<file path="src/rtl/occ_pkg.sv">
package occ_pkg;
  localparam int FB_READY = 0;
  localparam int FB_BUSY  = 1;
  localparam int FB_WARN  = 2;
  localparam int FB_OOS   = 3;
  localparam int FB_N     = 4;
endpackage

</file>
<file path="src/rtl/occ_counter.sv">
module occ_counter #(
  parameter int DEPTH = 10,
  parameter int CNT_W = $clog2(DEPTH + 1)
) (
  input  logic             clk,
  input  logic             rst,
  input  logic             up_i,
  input  logic             dn_i,
  input  logic             clr_i,
  output logic [CNT_W-1:0] cnt_next_o,
  output logic [CNT_W-1:0] cnt_o,
  output logic             ovf_o,
  output logic             unf_o
);
  localparam logic [CNT_W-1:0] FULL = CNT_W'(DEPTH);

  logic [CNT_W-1:0] cnt_q, cnt_n;
  logic             ovf_q, ovf_n, unf_q, unf_n;

  always_comb begin
    cnt_n = cnt_q;
    ovf_n = ovf_q;
    unf_n = unf_q;
    if (clr_i) begin
      cnt_n = '0;
      ovf_n = 1'b0;
      unf_n = 1'b0;
    end else begin
      case ({up_i, dn_i})
        2'b10: begin
          if (cnt_q == FULL) ovf_n = 1'b1;
          else               cnt_n = cnt_q + 1'b1;
        end
        2'b01: begin
          if (cnt_q == '0) unf_n = 1'b1;
          else             cnt_n = cnt_q - 1'b1;
        end
        default: cnt_n = cnt_q;
      endcase
    end
  end

  always_ff @(posedge clk) begin
    if (rst) begin
      cnt_q <= '0;
      ovf_q <= 1'b0;
      unf_q <= 1'b0;
    end else begin
      cnt_q <= cnt_n;
      ovf_q <= ovf_n;
      unf_q <= unf_n;
    end
  end

  assign cnt_next_o = cnt_n;
  assign cnt_o      = cnt_q;
  assign ovf_o      = ovf_q;
  assign unf_o      = unf_q;
endmodule

</file>
<file path="src/rtl/occ_level_cmp.sv">
module occ_level_cmp #(
  parameter int CNT_W = 4
) (
  input  logic [CNT_W-1:0] cnt_i,
  input  logic [CNT_W-1:0] level_i,
  output logic             reached_o
);
  always_comb reached_o = (cnt_i >= level_i);
endmodule

</file>
<file path="src/rtl/occ_fb_merge.sv">
module occ_fb_merge #(
  parameter int N = 4
) (
  input  logic         clk,
  input  logic         rst,
  input  logic [N-1:0] int_i,
  input  logic [N-1:0] ext_i,
  output logic [N-1:0] out_o
);
  for (genvar g = 0; g < N; g++) begin : g_bit
    logic q;
    always_ff @(posedge clk) begin
      if (rst) q <= 1'b0;
      else     q <= int_i[g] | ext_i[g];
    end
    assign out_o[g] = q;
  end
endmodule

</file>
<file path="src/rtl/trig_throttle.sv">
module trig_throttle
  import occ_pkg::*;
#(
  parameter int DEPTH = 10,
  parameter int CNT_W = $clog2(DEPTH + 1)
) (
  input  logic             clk,
  input  logic             rst,
  input  logic             trig_i,
  input  logic             frame_i,
  input  logic             clr_i,
  input  logic [CNT_W-1:0] warn_lvl_i,
  input  logic [CNT_W-1:0] busy_lvl_i,
  input  logic             ext_ready_i,
  input  logic             ext_busy_i,
  input  logic             ext_warn_i,
  input  logic             ext_oos_i,
  output logic [CNT_W-1:0] fill_o,
  output logic             warn_o,
  output logic             busy_o,
  output logic             ready_o,
  output logic             oos_o,
  output logic             ovf_o,
  output logic             unf_o
);
  localparam int NLVL = 2;
  localparam int L_WARN = 0;
  localparam int L_BUSY = 1;

  logic [CNT_W-1:0] cnt_next;
  logic [CNT_W-1:0] lvl [NLVL];
  logic [NLVL-1:0]  hit;
  logic [FB_N-1:0]  int_fb, ext_fb, out_fb;

  occ_counter #(.DEPTH(DEPTH), .CNT_W(CNT_W)) u_cnt (
    .clk        (clk),
    .rst        (rst),
    .up_i       (trig_i),
    .dn_i       (frame_i),
    .clr_i      (clr_i),
    .cnt_next_o (cnt_next),
    .cnt_o      (fill_o),
    .ovf_o      (ovf_o),
    .unf_o      (unf_o)
  );

  assign lvl[L_WARN] = warn_lvl_i;
  assign lvl[L_BUSY] = busy_lvl_i;

  for (genvar g = 0; g < NLVL; g++) begin : g_lvl
    occ_level_cmp #(.CNT_W(CNT_W)) u_cmp (
      .cnt_i     (cnt_next),
      .level_i   (lvl[g]),
      .reached_o (hit[g])
    );
  end

  always_comb begin
    int_fb           = '0;
    int_fb[FB_READY] = ~hit[L_BUSY];
    int_fb[FB_BUSY]  = hit[L_BUSY];
    int_fb[FB_WARN]  = hit[L_WARN];
    int_fb[FB_OOS]   = 1'b0;
    ext_fb           = '0;
    ext_fb[FB_READY] = ext_ready_i;
    ext_fb[FB_BUSY]  = ext_busy_i;
    ext_fb[FB_WARN]  = ext_warn_i;
    ext_fb[FB_OOS]   = ext_oos_i;
  end

  occ_fb_merge #(.N(FB_N)) u_merge (
    .clk   (clk),
    .rst   (rst),
    .int_i (int_fb),
    .ext_i (ext_fb),
    .out_o (out_fb)
  );

  assign ready_o = out_fb[FB_READY];
  assign busy_o  = out_fb[FB_BUSY];
  assign warn_o  = out_fb[FB_WARN];
  assign oos_o   = out_fb[FB_OOS];
endmodule

</file>
<file path="config.mk">
export PLATFORM = sky130hd
export DESIGN_NAME = trig_throttle
export DESIGN_NICKNAME = d
export VERILOG_FILES = /design/src/rtl/occ_pkg.sv /design/src/rtl/occ_counter.sv /design/src/rtl/occ_level_cmp.sv /design/src/rtl/occ_fb_merge.sv /design/src/rtl/trig_throttle.sv
export SDC_FILE = /design/constraint.sdc
export NUM_CORES = 1
export LEC_CHECK = 0
export ABC_CLOCK_PERIOD_IN_PS = 4200
export BUFFER_PORTS_ARGS = -buffer_cell sky130_fd_sc_hd__clkbuf_2
export CORE_UTILIZATION = 51
export CTS_BUF_LIST = sky130_fd_sc_hd__clkbuf_8 sky130_fd_sc_hd__clkbuf_16
export DETAILED_ROUTE_END_ITERATION = 7
export GPL_TIMING_DRIVEN = 0
export PLACE_DENSITY = 0.9
export SLEW_MARGIN = 20
export SYNTH_ARGS = -nofsm -noshare
export SYNTH_HDL_FRONTEND = slang
export SYNTH_SLANG_ARGS = --single-unit
</file>
<file path="constraint.sdc">
create_clock -name clk -period 4.2 [get_ports clk]
set_input_delay 0.63 -clock clk [delete_from_list [all_inputs] [get_ports clk]]
set_output_delay 0.63 -clock clk [all_outputs]
set_load 0.02 [all_outputs]
</file>
==> impl_metrics.tcl <==
set metrics [dict create \
    timing.hold.worst.class "flip-flop to flip-flop" \
    clock.fmax_ghz 0.331 \
    comb_power_share_pct 15.6 \
    share_seq_of_total_power_pct 38.5 \
    yosysTopAreaCellShare_pct 26.3 \
    critPathKind "flip-flop to flip-flop" \
    detail_route.wirelength_um 1570 \
    wl_per_cell_um 11.6 \
    synth.avg_cell_area_um2 8.36 \
    initial_antenna_violation_count 0 \
    critical_path_fanouts_max 7 \
    power.clock.fraction_pct 45.9 \
    fin_ws_ps 1180 \
    io-pin-count 27 \
    routed-via-count 714 \
    async_reset_ff_share_pct 0 \
    cts.reportedPaths.clkPinSlew_ps 50 \
    grt_total_ovfl 0 \
    core_um2 1350 \
    final_period_minus_worst_setup_slack_ps 3020 \
    design.final.nets 152 \
    syn_area_um2 761 \
    grt_pass1_vias 612 \
    synth_top_area_cell "dfxtp_1" \
    clock_latency_ps 230 \
    numPortBuffers 26 \
    cts-root-to-sink-buffers 2 \
    slew_headroom_pct 72.5 \
    total_chip_power_mw 0.258 \
    top_area_cells_in_the_synthesized_netlist "dfxtp_1 26%, ha_1 21%, inv_1 6.9%" \
    postCtsHoldBufs 0 \
    ant_nets 0 \
    max_slew.worst_pin.slew_ps 407 \
    drive_above_1_share_pct 29.8 \
    final-max-slew-violation-count 0 \
    cts_root_buf "clkbuf_8" \
    vdd_drop_max_mv 0.223 \
    worst_setup_path_end_kind "flip-flop" \
    post_cts_buffers 0 \
    start_util_pct 56.3 \
    synth_top_flop_cell "dfxtp_1" \
    clock_net_sink_count 10 \
    drc 0 \
    crit_path_cell_trace "inv_1 > ha_1 > nor3b_2 > nor2b_1 > o31a_1 > or3_1 > ha_1 > nand2b_1 > a21o_1 > a2111oi_0 > nor3_1" \
    drt_first_iter_violations 12 \
    post-route-period-util_pct 71.8 \
    p_sw_share_pct 22.8 \
    detailedRoute.firstPassIterationCount 4 \
    n_antenna_cell 0 \
    detailedPlace.worstSlack_ps 1080 \
    total_clock_buffers_created_by_cts 3 \
    synth_top_cells_by_count "14 x inv_1, 13 x ha_1, 10 x dfxtp_1" \
    finalWeightedCongestion 0.706 \
    rsz0062_at_grt "no" \
    design.die.area_um2 1650 \
    worst_ep_arrival_ps 3130 \
    detailedPlacementHpwl_um 1290 \
    outcome "complete, no violations" \
    htreeDepth 1 \
    fp.dieH_um 40.6 \
    cts.repair.resized 0 \
    multi_input_area_um2 503 \
    power_report.internal_total_mw 0.199 \
    max_cap_viol_count 0 \
    area_growth_syn_to_layout_pct 26.8 \
    tritoncts "yes" \
    layout.filler_cells 108 \
    accumulated_negative_setup_slack_ps 0 \
    startpoint_type "flip-flop" \
    number_of_flops_mapped_to_enable_cells_by_yosys 0 \
    synthesis.instances 91 \
    placementRows 13 \
    kind_of_cell_adding_the_most_delay_to_the_critical_path "simple AND/OR/NAND/NOR gates" \
    worstPathRequired_ps 4310 \
    grt_start_max_net_pins 10 \
    timing.critical_path.buf_inv 1 \
    dieWidth_um 40.6 \
    final.setup_skew_ps 0.386 \
    post_drt_via_cell_ratio 5.25 \
    yosys.cell_count.top_type "inv_1" \
    number_of_synthesized_register_bits 10 \
    worst_path_largest_cell_delay_ps 450 \
    post_synth_num_cell_types 34 \
    critical-path-top-cell-by-count "ha_1" \
    hold_violations 0 \
    global_route_wire_length_before_repair_um 2350 \
    setup_viol 0 \
    power.density_cell_area_nw_per_um2 267 \
    grtUsageTotal_pct 22.2 \
    synth-warning-count 0 \
    worst_path_max_delay_cell "dfxtp_1" \
    layout.area.seq_um2 200 \
    net-switching-power_mw 0.0588 \
    yosysSeqAreaShare_pct 26.3 \
    mappedNetlistNets 121 \
    total_leakage_power_nw 0.501 \
]
[final cells by class]
| type | count | share of cell area [%] |
|---|---|---|
| Sequential cell | 10 | 20.8 |
| Timing Repair Buffer | 26 | 13.5 |
| Inverter | 14 | 5.45 |
| Buffer | 1 | 0.519 |
| Tap cell | 15 | 1.95 |
| Multi-Input combinational cell | 66 | 52.1 |
| Clock buffer | 4 | 5.71 |
[cells by family (layout without fill, tap and decap cells)]
family	count (synthesis)	in the layout	share of synthesized area, %
flops	10	10	26.3
mux	2	2	2.96
fa+ha+maj	13	13	21.4
buf+inv	15	45	7.57
compound gates	18	18	16.8
simple gates	33	33	25.0
[state kept, by name, indices dropped and copies added (netlist names)]
register	count
u_cnt.unf_o	1
u_cnt.cnt_o	4
u_merge.g_bit.q	4
u_cnt.ovf_o	1
[final timing paths]
| kind | slack (ps) | start | endpoint | cells past startpoint |
|---|---|---|---|---|
| max | 1180 | u_cnt.cnt_o[0] | u_merge.g_bit[2].q | 11 |
| min | 450 | u_cnt.ovf_o | u_cnt.ovf_o | 2 |
| max reg2reg | 1180 | u_cnt.cnt_o[0] | u_merge.g_bit[2].q | 11 |
| min reg2reg | 450 | u_cnt.ovf_o | u_cnt.ovf_o | 2 |
[through the flow]
step | hold WS [ps] | utilization (%) | std cells | instance area, um2
floorplan | 530 | - | 91 | 761
global placement | 452 | 67.4 | 132 | 910
detailed placement | 449 | 67.4 | 132 | 910
CTS | 455 | 71.5 | 136 | 965
global route | 476 | 71.5 | 136 | 965
finish | 450 | 71.5 | 136 | 965
[worst min-delay path: cells and delay by family (launching register included)]
family,cells,cell delay (ps)
compound gates,1,60
buf+inv,1,40
flops,1,300
[power by group through the flow]
stage	sequential [mW]	combinational [mW]	clock [mW]
finish	0.0992	0.0403	0.118
global placement	0.101	0.0384	0
global route	0.0994	0.0458	0.123
detailed placement	0.101	0.0405	0
floorplan	0.105	0.0200	0
CTS	0.0992	0.0406	0.119
[per-layer routing]
layer	share of wire (%)	GRT usage (%)
met2	50	39.3
met1	44	24.1
met5	0	0
met4	3.2	15.0
met3	2.5	3.26
[cell usage in the layout (no fill, tap or decap), types with 2 or more instances in the layout]
| cell type | Yosys | layout |
|---|---|---|
| nand2_1 | 5 | 5 |
| dfxtp_1 | 10 | 10 |
| o31a_1 | 2 | 2 |
| clkbuf_8 | 0 | 4 |
| nor2_1 | 3 | 3 |
| nor2b_1 | 5 | 5 |
| o21ai_0 | 2 | 2 |
| nand2b_1 | 2 | 2 |
| nor3b_1 | 2 | 2 |
| nand3_1 | 2 | 2 |
| mux2_2 | 2 | 2 |
| ha_1 | 13 | 13 |
| and2_1 | 2 | 2 |
| nor3_1 | 4 | 4 |
| a21oi_1 | 4 | 4 |
| clkbuf_2 | 0 | 26 |
| inv_1 | 14 | 14 |
No activity file was read; power rests on OpenSTA's default activity.
